==> src/rtl/nonpcm_detect_pkg.sv <==
package nonpcm_detect_pkg;

  localparam int WORD_W = 16;

  localparam logic [WORD_W-1:0] ZERO_WORD  = 16'h0000;
  localparam logic [WORD_W-1:0] SYNC_A     = 16'hF872;
  localparam logic [WORD_W-1:0] SYNC_B     = 16'h4E1F;
  localparam logic [WORD_W-1:0] DTS_HI     = 16'h7FFE;
  localparam logic [WORD_W-1:0] DTS_LO     = 16'h8001;

  // number of independent sync sources (burst, dts)
  localparam int NUM_SRC = 2;
  localparam int SRC_BURST = 0;
  localparam int SRC_DTS   = 1;

  typedef enum logic [2:0] {
    ST_Z0, ST_Z1, ST_Z2, ST_Z3,  // n leading zeros matched
    ST_SA,                        // four zeros matched, expect SYNC_A
    ST_SB,                        // expect SYNC_B
    ST_PC,                        // next valid word is burst info
    ST_PD                         // next valid word is length code
  } burst_st_t;

endpackage

==> src/rtl/nonpcm_burst_match.sv <==
module nonpcm_burst_match
  import nonpcm_detect_pkg::*;
(
  input  logic              clk,
  input  logic              rst,
  input  logic              word_valid,
  input  logic [WORD_W-1:0] word_data,
  output logic              sync_hit,
  output logic              pc_stb,
  output logic              pd_stb
);

  burst_st_t st_q, st_n;
  logic      is_zero;

  assign is_zero  = (word_data == ZERO_WORD);
  assign sync_hit = word_valid && (st_q == ST_SB) && (word_data == SYNC_B);
  assign pc_stb   = word_valid && (st_q == ST_PC);
  assign pd_stb   = word_valid && (st_q == ST_PD);

  always_comb begin
    st_n = st_q;
    if (word_valid) begin
      unique case (st_q)
        ST_Z0:   st_n = is_zero ? ST_Z1 : ST_Z0;
        ST_Z1:   st_n = is_zero ? ST_Z2 : ST_Z0;
        ST_Z2:   st_n = is_zero ? ST_Z3 : ST_Z0;
        ST_Z3:   st_n = is_zero ? ST_SA : ST_Z0;
        ST_SA:   st_n = (word_data == SYNC_A) ? ST_SB : (is_zero ? ST_Z1 : ST_Z0);
        ST_SB:   st_n = (word_data == SYNC_B) ? ST_PC : (is_zero ? ST_Z1 : ST_Z0);
        ST_PC:   st_n = ST_PD;
        ST_PD:   st_n = ST_Z0;
        default: st_n = ST_Z0;
      endcase
    end
  end

  always_ff @(posedge clk) begin
    if (rst) st_q <= ST_Z0;
    else     st_q <= st_n;
  end

endmodule

==> src/rtl/nonpcm_dts_match.sv <==
module nonpcm_dts_match
  import nonpcm_detect_pkg::*;
(
  input  logic              clk,
  input  logic              rst,
  input  logic              word_valid,
  input  logic [WORD_W-1:0] word_data,
  output logic              sync_hit
);

  logic hi_seen_q;

  assign sync_hit = word_valid && hi_seen_q && (word_data == DTS_LO);

  always_ff @(posedge clk) begin
    if (rst)             hi_seen_q <= 1'b0;
    else if (word_valid) hi_seen_q <= (word_data == DTS_HI);
  end

endmodule

==> src/rtl/nonpcm_hold_timer.sv <==
module nonpcm_hold_timer #(
  parameter int LIMIT = 4096
) (
  input  logic clk,
  input  logic rst,
  input  logic sync_hit,
  input  logic frame_tick,
  output logic flag_q,
  output logic flag_n
);

  localparam int CNT_W = $clog2(LIMIT + 1);
  localparam logic [CNT_W-1:0] LAST = CNT_W'(LIMIT - 1);

  logic [CNT_W-1:0] cnt_q, cnt_n;

  always_comb begin
    cnt_n  = cnt_q;
    flag_n = flag_q;
    if (sync_hit) begin
      flag_n = 1'b1;
      cnt_n  = '0;
    end else if (frame_tick && flag_q) begin
      if (cnt_q == LAST) begin
        flag_n = 1'b0;
        cnt_n  = '0;
      end else begin
        cnt_n = cnt_q + 1'b1;
      end
    end
  end

  always_ff @(posedge clk) begin
    if (rst) begin
      flag_q <= 1'b0;
      cnt_q  <= '0;
    end else begin
      flag_q <= flag_n;
      cnt_q  <= cnt_n;
    end
  end

endmodule

==> src/rtl/nonpcm_detect.sv <==
module nonpcm_detect
  import nonpcm_detect_pkg::*;
#(
  parameter int TIMEOUT_FRAMES = 4096
) (
  input  logic              clk,
  input  logic              rst,
  input  logic              word_valid,
  input  logic [WORD_W-1:0] word_data,
  input  logic              frame_tick,
  output logic              npcm_flag,
  output logic              dts_flag,
  output logic              auto_flag,
  output logic              auto_change,
  output logic [WORD_W-1:0] burst_info,
  output logic [WORD_W-1:0] burst_len
);

  logic               burst_hit, dts_hit, pc_stb, pd_stb;
  logic [NUM_SRC-1:0] hit_v, flag_q_v, flag_n_v;
  logic               auto_q, auto_n, chg_q;
  logic [WORD_W-1:0]  pc_q, pd_q;

  nonpcm_burst_match u_burst (
    .clk        (clk),
    .rst        (rst),
    .word_valid (word_valid),
    .word_data  (word_data),
    .sync_hit   (burst_hit),
    .pc_stb     (pc_stb),
    .pd_stb     (pd_stb)
  );

  nonpcm_dts_match u_dts (
    .clk        (clk),
    .rst        (rst),
    .word_valid (word_valid),
    .word_data  (word_data),
    .sync_hit   (dts_hit)
  );

  always_comb begin
    hit_v            = '0;
    hit_v[SRC_BURST] = burst_hit;
    hit_v[SRC_DTS]   = dts_hit;
  end

  for (genvar gi = 0; gi < NUM_SRC; gi++) begin : g_hold
    nonpcm_hold_timer #(.LIMIT(TIMEOUT_FRAMES)) u_timer (
      .clk        (clk),
      .rst        (rst),
      .sync_hit   (hit_v[gi]),
      .frame_tick (frame_tick),
      .flag_q     (flag_q_v[gi]),
      .flag_n     (flag_n_v[gi])
    );
  end

  assign auto_n = |flag_n_v;

  always_ff @(posedge clk) begin
    if (rst) begin
      auto_q <= 1'b0;
      chg_q  <= 1'b0;
      pc_q   <= '0;
      pd_q   <= '0;
    end else begin
      auto_q <= auto_n;
      chg_q  <= (auto_n != auto_q);
      if (auto_q && !auto_n) begin
        pc_q <= '0;
        pd_q <= '0;
      end else begin
        if (pc_stb) pc_q <= word_data;
        if (pd_stb) pd_q <= word_data;
      end
    end
  end

  assign npcm_flag   = flag_q_v[SRC_BURST];
  assign dts_flag    = flag_q_v[SRC_DTS];
  assign auto_flag   = auto_q;
  assign auto_change = chg_q;
  assign burst_info  = pc_q;
  assign burst_len   = pd_q;

endmodule

==> config.mk <==
export PLATFORM = sky130hd
export DESIGN_NAME = nonpcm_detect
export DESIGN_NICKNAME = d
export VERILOG_FILES = /design/src/rtl/nonpcm_detect_pkg.sv /design/src/rtl/nonpcm_burst_match.sv /design/src/rtl/nonpcm_dts_match.sv /design/src/rtl/nonpcm_hold_timer.sv /design/src/rtl/nonpcm_detect.sv
export SDC_FILE = /design/constraint.sdc
export NUM_CORES = 1
export LEC_CHECK = 0
export BUFFER_PORTS_ARGS = -buffer_cell sky130_fd_sc_hd__buf_2
export CORE_MARGIN = 2
export CORE_UTILIZATION = 49
export DETAILED_ROUTE_END_ITERATION = 6
export GPL_TIMING_DRIVEN = 0
export PLACE_DENSITY = 0.75
export SLEW_MARGIN = 20
export SYNTH_ARGS = -nofsm -noshare
export SYNTH_HDL_FRONTEND = slang
export SYNTH_SLANG_ARGS = --single-unit
==> constraint.sdc <==
create_clock -name clk -period 2.1 [get_ports clk]
set_clock_uncertainty 0.1 [all_clocks]
set_input_delay 0.42 -clock clk [delete_from_list [all_inputs] [get_ports clk]]
set_output_delay 0.42 -clock clk [all_outputs]
set_load 0.05 [all_outputs]
Yosys cells after proc, flatten, opt, wreduce, memory -nomap -nowiden:

Index checks and enable logic that the tools add are counted.

* register bits after elaboration: 66
* bits of input ports: 20
* output and inout port bits: 36
* word-level logic and storage cells: 57

* $add $sub $neg: 2
* equal/unequal tests: 14
* mux-type cells: 15
* reductions and logical operators: 16

Operators by type and width (count)
* $eq 16x15->1 const B: 2
* $eq 16x16->1 const B: 2
* $add 13x1->13 const B: 2
* $eq 13x12->1 const B: 2
* $mux 13: 2
* $pmux 3 s8: 1
* $logic_not 16->1: 1
* $eq 3x3->1 const B: 4
* $logic_and 1x1->1: 9
* $mux 3: 3
* $reduce_or 2->1: 4
* $mux 1: 7
* $eq 3x2->1 const B: 2
* $mux 2: 2
* $eq 3x1->1 const B: 1
* $logic_not 3->1: 1
* $logic_not 1->1: 1
* $ne 1x1->1: 1

Logic depth before layout (Yosys ltp):

Gate-level depths: netlist of run 1.

* word-level depth: 8
* mapped depth: 10

Modules after synthesis:

From an unflattened synthesis of run 1, not the netlist that was laid out.

* cell total of the unflattened synthesis: 317
* area total of the unflattened synthesis: 3070.4 um^2

By module, submodules not included
* nonpcm_hold_timer: times used 2, cells each 71, area each 664.4 um^2
* nonpcm_detect: times used 1, cells each 111, area each 1277.5 um^2
* nonpcm_burst_match: times used 1, cells each 49, area each 345.3 um^2
* nonpcm_dts_match: times used 1, cells each 15, area each 118.9 um^2

Least setup slack after synthesis of run 1:

No wires, ideal clock.

* path type: reg-to-reg
* start: register g_hold[0].u_timer.cnt_q[0]
* end: register pc_q[0], in the netlist burst_info[0]
* library setup time: 0.132 ns
* arrival time: 2.110 ns
* required time: 1.868 ns
* setup slack: -0.242 ns
* stages on the path, launching flop included: 11
* buffers on the path: 2
* clock period less this slack: 2.342 ns
* cells stage by stage: dfxtp_1 > ha_1 > nand4_1 > nor4_2 > a21boi_1 > nor4_4 > ha_1 > or2_2 > clkbuf_1 > clkbuf_1 > a21oi_1

* longest elaborated chain between the ends: 8

Ends and longest elaborated chain
* start, declared: RTL line nonpcm_hold_timer.sv:15 `logic [CNT_W-1:0] cnt_q, cnt_n;`
* start signal, assigned: RTL line nonpcm_hold_timer.sv:39 `cnt_q <= cnt_n;`
* $eq 13x12->1: RTL line nonpcm_hold_timer.sv:24 `if (cnt_q == LAST) begin`
* $mux 1: RTL line nonpcm_hold_timer.sv:24
* $mux 1: RTL line nonpcm_hold_timer.sv:23 `end else if (frame_tick && flag_q) begin`
* $mux 1: RTL line nonpcm_hold_timer.sv:20 `if (sync_hit) begin`
* $reduce_or 2->1: RTL line nonpcm_detect.sv:59 `assign auto_n = |flag_n_v;`
* $logic_not 1->1: RTL line nonpcm_detect.sv:70 `if (auto_q && !auto_n) begin`
* $logic_and 1x1->1: RTL line nonpcm_detect.sv:70
* $reduce_or 2->1 (no source line)
* end signal, assigned: RTL line nonpcm_detect.sv:74 `if (pc_stb) pc_q <= word_data;`
* end, declared: RTL line nonpcm_detect.sv:22 `logic [WORD_W-1:0] pc_q, pd_q;`

No other way between the ends.
A chain may end at the register's enable or synchronous reset.

Worst setup path after layout of run 1:

* start: register g_hold[1].u_timer.cnt_q[0]
* end: register pd_q[8], in the netlist burst_len[8]

* longest elaborated chain between the ends: 8

Ends and longest elaborated chain
* start, declared: RTL line nonpcm_hold_timer.sv:15
* start signal, assigned: RTL line nonpcm_hold_timer.sv:39
* $eq 13x12->1: RTL line nonpcm_hold_timer.sv:24
* $mux 1: RTL line nonpcm_hold_timer.sv:24
* $mux 1: RTL line nonpcm_hold_timer.sv:23
* $mux 1: RTL line nonpcm_hold_timer.sv:20
* $reduce_or 2->1: RTL line nonpcm_detect.sv:59
* $logic_not 1->1: RTL line nonpcm_detect.sv:70
* $logic_and 1x1->1: RTL line nonpcm_detect.sv:70
* $reduce_or 2->1 (no source line)
* end signal, assigned: RTL line nonpcm_detect.sv:75 `if (pd_stb) pd_q <= word_data;`
* end, declared: RTL line nonpcm_detect.sv:22

No other way between the ends.

==> reports/metrics.yaml, run 1 <==
run_status:
  status: "complete, but fails checks"
  violations: "setup timing"
global_routing:
  grt_overflow_total: 0
  grtUsageTotal_pct: 22.7
  grt_pass1_wl_um: 11400
  antenna_found_initial: 0
  grt_pass1_vias: 2519
  grt_max_degree: 11
cts:
  clkSlewWorstSetupHoldPaths_ns: 0.07
  clock_sinks: 66
  cts_tree: "built"
  cts_made_buffers: 9
  hold_buffers: 0
  clock_path_buffers: 2
  h-tree-depth: 3
  insertion_delay_ns: 0.34
  cts_root_buf: "clkbuf_8"
final_layout:
  nNetsFinal: 443
  n_antenna_cell: 0
  fillCellCount: 488
  syn2layout_area_growth_pct: 31.2
  drive_above_1_share_pct: 37.3
  multiInputGateArea_mm2: 0.00166
  seq_area_mm2: 0.00134
logic_synthesis:
  syn_area_per_cell_um2: 8.48
  netlist_instances: 342
  ys_warn_count: 0
  synth_top_flop_cell: "dfxtp_1"
  ys_types: 44
  syn_area_mm2: 0.00290
  synth-async-reset-ratio_pct: 0
  synth_fp_nets: 365
  synth_commonest_cells: "76 x nand2_1, 66 x dfxtp_1, 37 x a21oi_1"
  synth_seq_area_share_pct: 45.6
  synth_edf_count: 0
  synth.ff_latch_count: 66
  yosysTopAreaCell: "dfxtp_1"
  netlist.area_leader.share_pct: 45.6
  synth_area_leaders: "dfxtp_1 46%, nand2_1 9.8%, a21oi_1 6.4%"
  synth_most_common_cell: "nand2_1"
worst_setup_path:
  arrival_ns: 2.29
  critical_path.max_stage_delay_ns: 0.47
  path_cells: "ha_4 -> nand3_2 -> o41a_1 -> nor4_4 -> ha_2 -> or2_4 -> clkbuf_16 -> a21oi_2"
  cp-start-kind: "flip-flop"
  cp.required_ns: 2.24
  critPathKind: "flip-flop to flip-flop"
  crit_family: "simple AND/OR/NAND/NOR gates"
  critPathMaxFanout: 7
  crit_buf_inv: 1
  cpMaxStageDelayCell: "o41a_1"
  crit_path_end_kind: "flip-flop"
placed_design:
  port_buffers: 54
  routabilityCongestion: 0.884
  place_ws_ns: -0.368
  hpwl_um: 4860
pwr:
  ir_drop_mv: 0.422
  power_density_mw_per_mm2: 592
  power_leakage_nw: 1.42
floorplan:
  rows: 28
  coreArea_mm2: 0.00582
  io_pins: 56
  die_h_um: 80.9
  start_util_pct: 49.9
  fp.dieW_um: 80.9
  die_area_mm2: 0.00655
sta:
  fin_crit_sh_pct: 103
  setup_viol: 32
  max_freq_ghz: 0.464
  tightest_slew_ns: 0.529
  fin_tns_setup_ns: -1.18
  setup_ws_ns: -0.0573
  rsz0062_at_grt: "true"
  layout_min_cycle_time_ns: 2.16
  hold_viol: 0
  slew_headroom_pct: 64.5
  drv_slew: 0
routing:
  via_count: 2672
  first_iter_violations: 71
  antenna_left: 0
  wl_um: 7050
  avgViaCountPerCell: 5.35
  wl_per_cell_um: 14.1
  first_pass_iters: 4
  drc: 0
job:
  maxCapViolations: 0
worst_hold_path:
  min_path_type: "input pin to flip-flop"
==> final cells by class <==
class	instances	share of cell area, %
well taps	75	2.47
flip-flops and latches	66	35.2
clock inverters	3	0.460
multi-input cells	254	43.6
clock buffers	12	3.55
plain buffers	16	4.01
repair buffers	68	10.3
inverters	5	0.493
==> worst paths after layout <==
path	startpoint	to	slack, ns	depth (start not counted)
max	g_hold[1].u_timer.cnt_q[0]$_SDFFE_PP0N_	burst_len[8]$_SDFFE_PP0P_	-0.06	8
min reg2reg	burst_len[1]$_SDFFE_PP0P_	burst_len[1]$_SDFFE_PP0P_	0.35	2
min	frame_tick	g_hold[1].u_timer.cnt_q[1]$_SDFFE_PP0N_	0.25	3
max reg2reg	g_hold[1].u_timer.cnt_q[0]$_SDFFE_PP0N_	burst_len[8]$_SDFFE_PP0P_	-0.06	8
==> power by group <==
part,switching [mW],internal (mW)
logic,0.0748,0.0504
registers,0.000000309,1.25
clock network,0.463,0.419
==> per-layer routing <==
metal | GRT usage, % | routed length, um
met1 | 27.6 | 3090
met4 | 10.8 | 136
met2 | 37.8 | 3480
met3 | 5.33 | 353
met5 | 0 | 0
==> sequential cells by signal, indices dropped and copies added (netlist names) <==
| register | count |
|---|---|
| auto_flag | 1 |
| g_hold.u_timer.cnt_q | 26 |
| auto_change | 1 |
| g_hold.u_timer.flag_q | 2 |
| u_burst.st_q | 3 |
| u_dts.hi_seen_q | 1 |
| burst_info | 16 |
| burst_len | 16 |
==> through the flow <==
| stage | std cells | area, um^2 | hold slack (ns) | utilization (%) | power (mW) |
|---|---|---|---|---|---|
| floorplan | 342 | 3010 | 0.345 | - | 1.34 |
| global placement | 471 | 3380 | 0.338 | 58.1 | 1.39 |
| detailed placement | 471 | 3380 | 0.341 | 58.1 | 1.39 |
| CTS | 492 | 3630 | 0.239 | 62.4 | 2.26 |
| global route | 499 | 3810 | 0.256 | 65.4 | 2.33 |
| finish | 499 | 3810 | 0.248 | 65.4 | 2.26 |
==> timing repair <==
item / CTS / global route
gates cloned: 1 / 2
buffers inserted: 6 / 5
gates resized for setup: 11 / 33
endpoints found under the hold margin: 0 / 0
pin swaps: 6 / 9
setup endpoints to repair: 32 / 32
==> worst reg2reg max path, delay by kind of cell, from the launching register on <==
kind            cells  cell delay (ns)
simple gates        3             0.54
flops               1             0.37
compound gates      2             0.50
fa+ha+maj           2             0.35
buf+inv             1             0.19
==> placed cells by master, fill, tap and decap left out, drive strengths merged, types with 7 or more instances in the layout <==
cell type	n
nand2	76
clkbuf	22
buf	74
nand3	16
a21oi	38
xnor2	12
and3	10
nor2	31
xor2	8
dfxtp	66
nor3	12
nor4	7
nand4	8
==> cell families (layout without fill, tap and decap cells) <==
logic type,after synthesis,in the layout,synth area share (%)
simple gates,180,180,33.5
compound gates,51,51,10.0
fa+ha+maj,3,3,1.29
xor+xnor,20,20,6.04
flops,66,66,45.6
buf+inv,22,104,3.62
Power figures use the tool's default switching activity.
==> run 2: changes to the inputs <==
- CELL_PAD_IN_SITES_DETAIL_PLACEMENT: unset -> 1
- CELL_PAD_IN_SITES_GLOBAL_PLACEMENT: unset -> 1
- CORE_MARGIN: 2 -> 1
- CORE_UTILIZATION: 49 -> 37
- PLACE_DENSITY: 0.75 -> unset
- PLACE_DENSITY_LB_ADDON: unset -> 0.1
==> reports/metrics.yaml, run 2 (synthesis results as in run 1) <==
run_status:
  status: "complete, but fails checks"  # unchanged
  violations: "setup timing"  # unchanged
cts:
  cts_root_buf: "clkbuf_8"  # unchanged
  h-tree-depth: 3  # unchanged
  clkSlewWorstSetupHoldPaths_ns: 0.07  # about the same
  cts_tree: "built"  # unchanged
  cts_made_buffers: 9  # unchanged
  clock_path_buffers: 2  # unchanged
  insertion_delay_ns: 0.34  # about the same
  clock_sinks: 66  # unchanged
final_layout:
  largest_reg_flops: 26  # unchanged
  finalCoreUtilization_pct: 53.2  # was 65.4%
  regMostFlops: "g_hold.u_timer.cnt_q"  # unchanged
  final_area_mm2: 0.00394  # was 0.00381 mm^2
  final_cell_mix: "76 x nand2_1, 58 x buf_2, 55 x dfxtp_1"  # was 76 x nand2_1, 58 x buf_2, 56 x dfxtp_1
  layout_commonest_cell: "nand2_1"  # unchanged
  n_antenna_cell: 0  # unchanged
  nNetsFinal: 447  # was 443
  syn2layout_area_growth_pct: 35.9  # was 31.2%
  drive_above_1_share_pct: 39.4  # was 37.3%
placed_design:
  hpwl_um: 5630  # was 4860 um
  routabilityCongestion: 0.765  # was 0.884
  port_buffers: 54  # unchanged
  placed_area_mm2: 0.00341  # was 0.00338 mm^2
  place_ws_ns: -0.484  # was -0.368 ns
routing:
  wl_per_cell_um: 16.0  # was 14.1 um
  avgViaCountPerCell: 5.15  # was 5.35
  wl_um: 8430  # was 7050 um
  via_count: 2718  # was 2672
  antenna_left: 0  # unchanged
  drc: 0  # unchanged
  first_iter_violations: 50  # was 71
  first_pass_iters: 4  # unchanged
worst_setup_path:
  critPathKind: "flip-flop to flip-flop"  # unchanged
  cp.required_ns: 2.24  # about the same
  critPathMaxFanout: 8  # was 7
  crit_path_end_kind: "flip-flop"  # unchanged
  arrival_ns: 2.33  # was 2.29 ns
  cp-start-kind: "flip-flop"  # unchanged
floorplan:
  coreArea_mm2: 0.00741  # was 0.00582 mm^2
  start_util_pct: 39.1  # was 49.9%
  die_h_um: 90.5  # was 80.9 um
  fp.dieW_um: 90.5  # was 80.9 um
  die_area_mm2: 0.00820  # was 0.00655 mm^2
  io_pins: 56  # unchanged
  rows: 31  # was 28
global_routing:
  grt_max_degree: 12  # was 11
  antenna_found_initial: 0  # unchanged
  grt_pass1_wl_um: 13800  # was 11400 um
  grt_overflow_total: 0  # unchanged
  grtUsageTotal_pct: 21.3  # was 22.7%
  grt_pass1_vias: 2844  # was 2519
sta:
  setup_viol: 31  # was 32
  layout_min_cycle_time_ns: 2.20  # was 2.16 ns
  drv_slew: 0  # unchanged
  max_freq_ghz: 0.455  # was 0.464 GHz
  tightest_slew_ns: 0.549  # was 0.529 ns
  hold_viol: 0  # unchanged
  slew_headroom_pct: 63.1  # was 64.5%
  rsz0062_at_grt: "true"  # unchanged
  setup_ws_ns: -0.0975  # was -0.0573 ns
  fin_crit_sh_pct: 105  # was 103%
job:
  maxCapViolations: 0  # unchanged
pwr:
  power_leakage_nw: 1.47  # was 1.42 nW
  power_density_mw_per_mm2: 633  # was 592 mW/mm^2
  ir_drop_mv: 0.279  # was 0.422 mV
worst_hold_path:
  min_path_type: "input pin to flip-flop"  # unchanged
==> run 2: cell types whose count changed in the layout (fill, tap and decap cells not counted), sizes merged <==
cell	change
buf	+3
bufinv	+1
clkinv	+1
==> run 2: per-layer routing <==
| layer | up-vias | wire [um] | GRT usage, % | share of wire (%) |
|---|---|---|---|---|
| met3 | 15 | 328 | 4.55 | 3.9 |
| met4 | 0 | 185 | 10.2 | 2.2 |
| met1 | 1319 | 3830 | 26.4 | 45 |
| li1 | 1325 | - | - | - |
| met2 | 59 | 4090 | 34.9 | 48 |
| met5 | - | 0 | 0 | 0 |
==> run 2: layout make-up <==
| cell class | count | area (um^2) |
|---|---|---|
| Tap cell | 99 | 124 |
| Multi-Input combinational cell | 254 | 1680 |
| Inverter | 5 | 18.8 |
| Clock inverter | 5 | 52.6 |
| Timing Repair Buffer | 72 | 427 |
| Buffer | 16 | 153 |
| Sequential cell | 66 | 1340 |
| Fill cell | 880 | 3470 |
| Clock buffer | 11 | 151 |
==> run 2: worst max-delay path: stages (launching register included) <==
cell and delay (ns):
dfxtp_2 0.35, and3_4 0.20, nand3_2 0.11, o41a_1 0.39, nor4_4 0.25, ha_2 0.21
or2_4 0.25, clkbuf_16 0.20, a21oi_2 0.03
==> run 2: what timing repair did <==
item,in CTS,in global routing
hold buffers,0,0
pin swaps,8,9
endpoints found under the setup margin,32,32
resized for setup,36,12
cloned,3,0
endpoints found under the hold margin,0,0
buffers inserted,8,7
==> run 2: final timing paths <==
| kind | slack, ns | start | depth (start not counted) | endpoint |
|---|---|---|---|---|
| setup / recovery | -0.1 | g_hold[1].u_timer.cnt_q[3]$_SDFFE_PP0N_ | 8 | burst_len[3]$_SDFFE_PP0P_ |
| hold / removal | 0.26 | frame_tick | 3 | g_hold[1].u_timer.cnt_q[1]$_SDFFE_PP0N_ |
| setup reg to reg | -0.1 | g_hold[1].u_timer.cnt_q[3]$_SDFFE_PP0N_ | 8 | burst_len[3]$_SDFFE_PP0P_ |
| hold reg to reg | 0.36 | burst_len[0]$_SDFFE_PP0P_ | 2 | burst_len[0]$_SDFFE_PP0P_ |
==> run 2: stage by stage <==
stage / hold slack (ns) / cells / TNS (ns) / total power, mW
finish: 0.256 / 528 / -2.25 / 2.49
global route: 0.258 / 528 / -4.97 / 2.58
CTS: 0.243 / 521 / -3.26 / 2.52
detailed placement: 0.343 / 495 / -14.17 / 1.39
global placement: 0.339 / 495 / -12.20 / 1.39
floorplan: 0.345 / 342 / -0.217 / 1.34
==> run 2: power by group <==
group	internal, mW	switching, mW	total, mW
logic	0.0517	0.0814	0.133
registers	1.25	0.000000264	1.25
clock network	0.607	0.504	1.11
total	1.91	0.585	2.49
==> run 3: changes to the inputs <==
- CORE_ASPECT_RATIO: unset -> 1.1
==> reports/metrics.yaml, run 3 (synthesis results as in run 1) <==
placed_design:
  routabilityCongestion: 0.780  # was 0.765
  port_buffers: 54  # unchanged
  dp.cells: 501  # was 495
  place_ws_ns: -0.403  # was -0.484 ns
  hpwl_um: 5560  # was 5630 um
worst_setup_path:
  rr_endpoint: "burst_info[4]$_SDFFE_PP0P_"  # was burst_len[3]$_SDFFE_PP0P_
  critPathKind: "flip-flop to flip-flop"  # unchanged
  cp-start-kind: "flip-flop"  # unchanged
  r2r_cells: 8  # unchanged
  critPathMaxFanout: 7  # was 8
  cp.required_ns: 2.23  # was 2.24 ns
  regToRegSetupSlack_ns: -0.04  # was -0.1 ns
  arrival_ns: 2.28  # was 2.33 ns
  crit_path_end_kind: "flip-flop"  # unchanged
  r2r_start: "g_hold[1].u_timer.cnt_q[0]$_SDFFE_PP0N_"  # was g_hold[1].u_timer.cnt_q[3]$_SDFFE_PP0N_
routing:
  drc: 0  # unchanged
  wl_um: 7760  # was 8430 um
  antenna_left: 0  # unchanged
  first_iter_violations: 67  # was 50
  avgViaCountPerCell: 5.08  # was 5.15
  wl_per_cell_um: 14.7  # was 16.0 um
  via_count: 2688  # was 2718
  first_pass_iters: 4  # unchanged
cts:
  cts_root_buf: "clkbuf_8"  # unchanged
  insertion_delay_ns: 0.34  # about the same
  clock_path_buffers: 2  # unchanged
  clkSlewWorstSetupHoldPaths_ns: 0.07  # about the same
  cts_tree: "built"  # unchanged
  clock_sinks: 66  # unchanged
  hold_buffers: 0  # unchanged
  cts_made_buffers: 9  # unchanged
  h-tree-depth: 3  # unchanged
floorplan:
  io_pins: 56  # unchanged
  rows: 33  # was 31
  start_util_pct: 38.6  # was 39.1%
  die_area_mm2: 0.00820  # about the same
  fp.dieW_um: 86.4  # was 90.5 um
  die_h_um: 94.9  # was 90.5 um
  coreArea_mm2: 0.00751  # was 0.00741 mm^2
pwr:
  power_density_mw_per_mm2: 595  # was 633 mW/mm^2
  ir_drop_mv: 0.264  # was 0.279 mV
  power_leakage_nw: 1.44  # was 1.47 nW
final_layout:
  multiInputGateArea_mm2: 0.00165  # was 0.00168 mm^2
  n_antenna_cell: 0  # unchanged
  largest_reg_flops: 26  # unchanged
  nNetsFinal: 444  # was 447
  fillCellCount: 919  # was 880
  seq_area_mm2: 0.00134  # unchanged
  layout_commonest_cell: "nand2_1"  # unchanged
  regMostFlops: "g_hold.u_timer.cnt_q"  # unchanged
  syn2layout_area_growth_pct: 32.9  # was 35.9%
  final_cells: 529  # was 528
  final_cell_mix: "76 x nand2_1, 58 x buf_2, 57 x dfxtp_1"  # was 76 x nand2_1, 58 x buf_2, 55 x dfxtp_1
  drive_above_1_share_pct: 36.8  # was 39.4%
global_routing:
  antenna_found_initial: 0  # unchanged
  grt_max_degree: 11  # was 12
  grtUsageTotal_pct: 20.3  # was 21.3%
  grt_pass1_vias: 2657  # was 2844
  grt_overflow_total: 0  # unchanged
  grt_pass1_wl_um: 12600  # was 13800 um
sta:
  timing.hold.ws_ns: 0.245  # was 0.256 ns
  hold_viol: 0  # unchanged
  fin_crit_sh_pct: 102  # was 105%
  max_freq_ghz: 0.466  # was 0.455 GHz
  setup_ws_ns: -0.0450  # was -0.0975 ns
  drv_slew: 0  # unchanged
  slew_headroom_pct: 60.3  # was 63.1%
  layout_min_cycle_time_ns: 2.14  # was 2.20 ns
  rsz0062_at_grt: "true"  # unchanged
  tightest_slew_ns: 0.591  # was 0.549 ns
  setup_viol: 30  # was 31
worst_hold_path:
  min_path_type: "input pin to flip-flop"  # unchanged
  min_to: "g_hold[1].u_timer.cnt_q[1]$_SDFFE_PP0N_"  # unchanged
  worst_hold_path.num_cells: 3  # unchanged
  hp-start: "frame_tick"  # unchanged
run_status:
  violations: "setup timing"  # unchanged
  status: "complete, but fails checks"  # unchanged
job:
  maxCapViolations: 0  # unchanged
## run 3: cell type report
| type | count | area share, % |
|---|---|---|
| inverters | 5 | 0.487 |
| well taps | 105 | 3.41 |
| clock buffers | 11 | 3.67 |
| multi-input cells | 254 | 42.9 |
| repair buffers | 69 | 10.4 |
| clock inverters | 3 | 0.454 |
| flip-flops and latches | 66 | 34.7 |
| plain buffers | 16 | 3.96 |
## run 3: metrics by stage
stage | instance area [um^2] | power, mW | setup TNS (ns) | utilization [%]
after floorplan | 3010 | 1.34 | -0.217 | -
after global placement | 3410 | 1.39 | -11.26 | 45.4
after detailed placement | 3410 | 1.39 | -11.95 | 45.4
after CTS | 3750 | 2.33 | -4.60 | 50.0
after global routing | 3850 | 2.38 | -5.58 | 51.3
final | 3850 | 2.29 | -1.07 | 51.3
## run 3: worst max path at each step
stage | cells after the start | startpoint | endpoint | slack (ns)
after floorplan | 9 | word_data[13] | burst_info[0]$_SDFFE_PP0P_ | -0.008
after global placement | 9 | word_data[2] | burst_len[12]$_SDFFE_PP0P_ | -0.37
after detailed placement | 9 | word_data[2] | burst_info[9]$_SDFFE_PP0P_ | -0.40
after CTS | 8 | g_hold[1].u_timer.cnt_q[5]$_SDFFE_PP0N_ | burst_info[4]$_SDFFE_PP0P_ | -0.15
after global routing | 8 | g_hold[1].u_timer.cnt_q[1]$_SDFFE_PP0N_ | burst_len[5]$_SDFFE_PP0P_ | -0.19
final | 8 | g_hold[1].u_timer.cnt_q[0]$_SDFFE_PP0N_ | burst_info[4]$_SDFFE_PP0P_ | -0.04
## run 3: repair_timing
action | CTS | global route
buffers inserted | 7 | 5
gates resized for setup | 23 | 17
cloned | 3 | 0
pin swaps | 6 | 7
setup endpoints to repair | 32 | 33
## run 3: layer usage
metal  part of all wire (%)  vias to the layer above  global-route usage (%)
met1                     42                     1298                    22.8
met4                    2.3                        0                    10.3
met5                      0                        -                       0
met2                     51                       50                    36.1
met3                    4.4                       15                    4.37
li1                       -                     1325                       -
## run 3: worst max-delay path, stage by stage, from the launching register on
cell and delay (ns):
dfxtp_4 0.37, ha_4 0.14, nand3_2 0.06, o41a_1 0.45
nor4_4 0.25, ha_2 0.21, or2_4 0.22, clkbuf_16 0.19
a21oi_2 0.03
## run 3: power by group
part           leakage, nW  internal, mW  switching (mW)
Sequential           0.537          1.25     0.000000281
Combinational        0.821        0.0506          0.0782
Clock               0.0810         0.444           0.472
